==> config.mk <==
export PLATFORM = sky130hd
export DESIGN_NAME = win_thresh_irq
export DESIGN_NICKNAME = d
export VERILOG_FILES = /design/src/rtl/win_thresh_pkg.sv /design/src/rtl/wt_byte_store.sv /design/src/rtl/wt_window_cmp.sv /design/src/rtl/wt_sticky_flag.sv /design/src/rtl/win_thresh_irq.sv
export SDC_FILE = /design/constraint.sdc
export NUM_CORES = 1
export LEC_CHECK = 0
export BUFFER_PORTS_ARGS = -buffer_cell sky130_fd_sc_hd__buf_2
export CORE_MARGIN = 2
export CORE_UTILIZATION = 45
export DETAILED_ROUTE_END_ITERATION = 8
export HOLD_SLACK_MARGIN = 0.02
export PLACE_DENSITY = 0.66
export SYNTH_ARGS = -nofsm -noshare
export SYNTH_HDL_FRONTEND = slang
export SYNTH_SLANG_ARGS = --single-unit
==> constraint.sdc <==
create_clock -name clk -period 3.7 [get_ports clk]
set_input_delay 0.74 -clock clk [delete_from_list [all_inputs] [get_ports clk]]
set_output_delay 0.74 -clock clk [all_outputs]
set_load 0.05 [all_outputs]
==> src/rtl/win_thresh_pkg.sv <==
package win_thresh_pkg;

   // Number of bounds held by the block: one lower and one upper.
   localparam int unsigned NUM_BOUNDS = 2;

   // Bound index: lower first, then upper. This order follows the byte addresses.
   typedef enum logic {
      BOUND_LOWER = 1'b0,
      BOUND_UPPER = 1'b1
   } bound_e;

   // Number of byte slots needed to hold a value of data_w bits.
   function automatic int unsigned slots_per_bound(input int unsigned data_w,
                                                   input int unsigned byte_w);
      return (data_w + byte_w - 1) / byte_w;
   endfunction

endpackage

==> src/rtl/wt_byte_store.sv <==
module wt_byte_store #(
   parameter int unsigned BYTE_W    = 8,
   parameter int unsigned ADDR_W    = 4,
   parameter int unsigned BASE_ADDR = 2,
   parameter int unsigned NSLOT     = 4
) (
   input  logic                    clk,
   input  logic                    rst_n,
   input  logic                    wr_en,
   input  logic [ADDR_W-1:0]       wr_addr,
   input  logic [BYTE_W-1:0]       wr_data,
   output logic [NSLOT*BYTE_W-1:0] slots_flat
);

   // One register per byte slot. Slot k answers at address BASE_ADDR + k.
   for (genvar k = 0; k < NSLOT; k++) begin : g_slot
      localparam logic [ADDR_W-1:0] SLOT_ADDR = ADDR_W'(BASE_ADDR + k);
      logic              hit;
      logic [BYTE_W-1:0] byte_q;

      assign hit = wr_en && (wr_addr == SLOT_ADDR);

      always_ff @(posedge clk or negedge rst_n) begin
         if (!rst_n) begin
            byte_q <= '0;
         end else if (hit) begin
            byte_q <= wr_data;
         end
      end

      assign slots_flat[k*BYTE_W +: BYTE_W] = byte_q;
   end

endmodule

==> src/rtl/wt_window_cmp.sv <==
module wt_window_cmp #(
   parameter int unsigned DATA_W = 16
) (
   input  logic              res_valid,
   input  logic [DATA_W-1:0] res_data,
   input  logic [DATA_W-1:0] lo_bound,
   input  logic [DATA_W-1:0] hi_bound,
   output logic              violation
);

   logic at_or_below;
   logic strictly_above;

   // The lower edge counts as outside the window; the upper edge counts as inside.
   always_comb begin
      at_or_below    = (res_data <= lo_bound);
      strictly_above = (res_data >  hi_bound);
      violation      = res_valid && (at_or_below || strictly_above);
   end

endmodule

==> src/rtl/wt_sticky_flag.sv <==
module wt_sticky_flag (
   input  logic clk,
   input  logic rst_n,
   input  logic set_i,
   input  logic clr_i,
   output logic flag_o
);

   logic flag_q;

   // A set request overrides a clear in the same cycle.
   always_ff @(posedge clk or negedge rst_n) begin
      if (!rst_n) begin
         flag_q <= 1'b0;
      end else if (set_i) begin
         flag_q <= 1'b1;
      end else if (clr_i) begin
         flag_q <= 1'b0;
      end
   end

   assign flag_o = flag_q;

endmodule

==> src/rtl/win_thresh_irq.sv <==
module win_thresh_irq
   import win_thresh_pkg::*;
#(
   parameter int unsigned DATA_W    = 16,
   parameter int unsigned BYTE_W    = 8,
   parameter int unsigned ADDR_W    = 4,
   parameter int unsigned BASE_ADDR = 2
) (
   input  logic              clk,
   input  logic              rst_n,
   input  logic              wr_en,
   input  logic [ADDR_W-1:0] wr_addr,
   input  logic [BYTE_W-1:0] wr_data,
   input  logic              res_valid,
   input  logic [DATA_W-1:0] res_data,
   input  logic              irq_clr,
   output logic              irq
);

   localparam int unsigned SLOTS_PER = slots_per_bound(DATA_W, BYTE_W);
   localparam int unsigned NSLOT     = NUM_BOUNDS * SLOTS_PER;
   localparam int unsigned STORE_W   = NSLOT * BYTE_W;

   // Elaboration-time parameter checks
   if (DATA_W % BYTE_W != 0) begin : g_bad_width
      $error("DATA_W must be a whole number of bytes");
   end
   if (BASE_ADDR + NSLOT > (1 << ADDR_W)) begin : g_bad_addr
      $error("threshold slots do not fit in the address space");
   end

   logic [STORE_W-1:0] slots_flat;
   logic [DATA_W-1:0]  lo_thr;
   logic [DATA_W-1:0]  hi_thr;
   logic               violation;

   wt_byte_store #(
      .BYTE_W    (BYTE_W),
      .ADDR_W    (ADDR_W),
      .BASE_ADDR (BASE_ADDR),
      .NSLOT     (NSLOT)
   ) store_i (
      .clk        (clk),
      .rst_n      (rst_n),
      .wr_en      (wr_en),
      .wr_addr    (wr_addr),
      .wr_data    (wr_data),
      .slots_flat (slots_flat)
   );

   // Lower byte addresses hold the less significant bytes; the lower bound comes first.
   assign lo_thr = slots_flat[int'(BOUND_LOWER)*DATA_W +: DATA_W];
   assign hi_thr = slots_flat[int'(BOUND_UPPER)*DATA_W +: DATA_W];

   wt_window_cmp #(
      .DATA_W (DATA_W)
   ) cmp_i (
      .res_valid (res_valid),
      .res_data  (res_data),
      .lo_bound  (lo_thr),
      .hi_bound  (hi_thr),
      .violation (violation)
   );

   wt_sticky_flag flag_i (
      .clk    (clk),
      .rst_n  (rst_n),
      .set_i  (violation),
      .clr_i  (irq_clr),
      .flag_o (irq)
   );

endmodule

==> reports/results.ini <==
[place]
routabilityCongestion = 0.793
port_buffers = 33
hpwlAfterDp_um = 3420
dp_cells = 289

[critical_path]
end_kind = flip-flop
critPathKind = in -> reg
path_cells = buf_2, ha_1, a21oi_1, nand2_1, a221o_1, o31ai_1, a31oi_1
worst-path-buf-inv = 1
cp_slowest_stage_delay_ps = 340
path_max_fanout = 3
path_delay_family = compound AO/OA/AOI/OAI gates
critical-path-slowest-cell = a221o_1
cp.required_ps = 3860
worstPathArrival_ps = 2080
crit_path_start_kind = input pin

[clock_network]
cts_resized = 0
postCtsSetupBuffers = 0
worstSkewPairLatency_ps = 280
cts_root_buf = clkbuf_8
cts_hold_buf = 0
clk_pin_slew_worst_paths_ps = 60
cts_sinks = 33
h-tree-depth = 2
cts_inserted_buffers = 5
cts.path.max_buffers = 2
cts_tree = yes

[sta]
fin_crit_ps = 1920
slew_violations = 0
fmax_mhz = 520
fin_tns_setup_ps = 0
hold_viol_final = 0
worst_pin_slew_ps = 771
rsz0062_at_grt = false
fin_crit_sh_pct = 52.0
relSlewSlack_pct = 48.6
setup_viol_count_final = 0
finalClockSkew_ps = 3.06

[layout]
diodes = 0
final_cells = 297
drive_gt1_share_pct = 26.1
area_growth_syn_to_layout_pct = 14.9
nets = 309

[logic_synthesis]
synth.distinct_cells = 32
synth_mux_area_share_pct = 9.78
syn_area_mm2 = 0.00207
yosys_warnings = 0
synth_top_family_by_area = adder cells
synthAdderAreaFrac_pct = 19.3
synth_cells = 205
synth_compound_area_share_pct = 11.4
synth_xor_xnor_area_share_pct = 0
synth_nets = 270
yosysSeqAreaShare_pct = 39.9
synthSimpleGateAreaFrac_pct = 13.4
synth_area_per_cell_um2 = 10.1
ys_ff_latch = 33

[die]
dieWidth_um = 71.9
initial_utilization_pct = 47.3
num_rows = 24
io_pins = 34
die_h_um = 71.9
dieArea_mm2 = 0.00516
coreArea_mm2 = 0.00438

[power_and_ir_drop]
power.density_mw_per_mm2 = 465
vdd_ir_drop_max_mv = 0.225
leakage_uw = 0.00119

[route]
vias = 1577
routedWlPerCell_um = 14.4
ant_nets = 0
drcViolationCount = 0
dr.pass1.iters = 4
vias_per_cell = 5.31
drt_iter0_markers = 59
drt_wl_total_um = 4280

[worst_hold_path]
hp-class = reg -> reg

[global_routing]
grt_pass1_wl_um = 7290
grt_overflow_total = 0
first_global_vias = 1612
grt_start_max_net_pins = 34
track_usage_pct = 18.5
antenna_found_initial = 0

[outcome]
status = complete, no violations

[flow_run]
cap_violations = 0

## worst paths after layout
| check | from | end | depth (start not counted) | slack (ps) |
|---|---|---|---|---|
| setup / recovery | res_data[14] | flag_i.flag_o | 7 | 1780 |
| hold / removal | store_i.g_slot[0].byte_q[0] | store_i.g_slot[0].byte_q[0] | 1 | 500 |
| setup reg to reg | store_i.g_slot[3].byte_q[6] | flag_i.flag_o | 7 | 1960 |
| hold reg to reg | store_i.g_slot[0].byte_q[0] | store_i.g_slot[0].byte_q[0] | 1 | 500 |
| max in group asynchronous | rst_n | flag_i.flag_o | 1 | 2680 |
| min in group asynchronous | rst_n | store_i.g_slot[0].byte_q[7] | 1 | 530 |
## layout make-up
class	instances	area, um2
inverter	32	120
tap	52	65.1
fill	400	2000
multi-input combinational	138	1120
clock buffer	8	80.1
timing repair buffer	34	173
sequential	33	826
## where the power goes
part / internal, uW / switching (uW) / leakage [uW] / total, uW
logic: 169 / 204 / 0.000756 / 372
clock network: 134 / 123 / 0.0000395 / 256
registers: 445 / 32.5 / 0.000399 / 478
total: 747 / 359 / 0.00119 / 1110
## kinds of logic after synthesis
group | count (synthesis)
DFF | 33
buffers and inverters | 34
muxes | 18
adders and majority gates | 32
and+or+nand+nor | 48
AOI/OAI and AO/OA | 40
## metal layers
layer	GRT usage (%)	part of all wire (%)	vias up
met4	6.29	1.3	0
met5	0	0	-
li1	-	-	792
met2	29.6	46	36
met3	3.80	3.7	5
met1	25.0	49	744
## sequential cells by signal, summed over array words and instances, names as in the netlist
signal                 flops
store_i.g_slot.byte_q     32
flag_i.flag_o              1
## cell usage after synthesis
cell | n | area (um2)
a31oi_1 | 1 | 6.26
a21oi_1 | 13 | 65.1
nor2b_1 | 2 | 12.5
and4_1 | 1 | 8.76
nor3_2 | 1 | 10.0
buf_2 | 2 | 10.0
mux2_2 | 17 | 191
nand3_1 | 5 | 25.0
a21oi_2 | 1 | 8.76
and2b_2 | 1 | 8.76
inv_1 | 32 | 120
ha_1 | 32 | 400
a21o_1 | 2 | 15.0
mux2_1 | 1 | 11.3
o211ai_1 | 1 | 7.51
nor4b_4 | 1 | 23.8
a211o_1 | 1 | 8.76
o31ai_1 | 1 | 7.51
o21ai_1 | 5 | 25.0
nand4_4 | 1 | 21.3
a21boi_2 | 1 | 11.3
dfrtp_1 | 33 | 826
nand2b_1 | 1 | 6.26
o21ai_0 | 12 | 60.1
nand2_1 | 24 | 90.1
nor4_2 | 1 | 12.5
a221o_1 | 2 | 20.0
nand4b_1 | 1 | 8.76
nand4_2 | 1 | 12.5
nor2_1 | 5 | 18.8
nor4_1 | 1 | 6.26
nand4_1 | 2 | 12.5
## placed cells by master, fill, tap and decap left out, types with 2 or more instances in the layout
cell type and n:
nand3_1 5, mux2_2 17, o21ai_1 5, dfrtp_1 33
nor2b_1 2, nor2_1 5, inv_1 32, buf_2 33
a221o_1 2, nand4_1 2, clkbuf_8 5, ha_1 32
a21oi_1 13, o21ai_0 12, clkbuf_1 3, nand2_1 24
a21o_1 2
## per-stage QoR
| stage | util (%) | hold slack (ps) | worst slack [ps] | instance area [um2] | power, uW |
|---|---|---|---|---|---|
| after floorplan | - | 444 | 1680 | 2070 | 746 |
| after global placement | 52.5 | 481 | 1500 | 2300 | 842 |
| after detailed placement | 52.5 | 483 | 1490 | 2300 | 857 |
| after CTS | 54.3 | 498 | 1790 | 2380 | 1120 |
| after global routing | 54.3 | 516 | 1660 | 2380 | 1200 |
| final | 54.3 | 496 | 1780 | 2380 | 1110 |
Power figures use the tool's default switching activity.
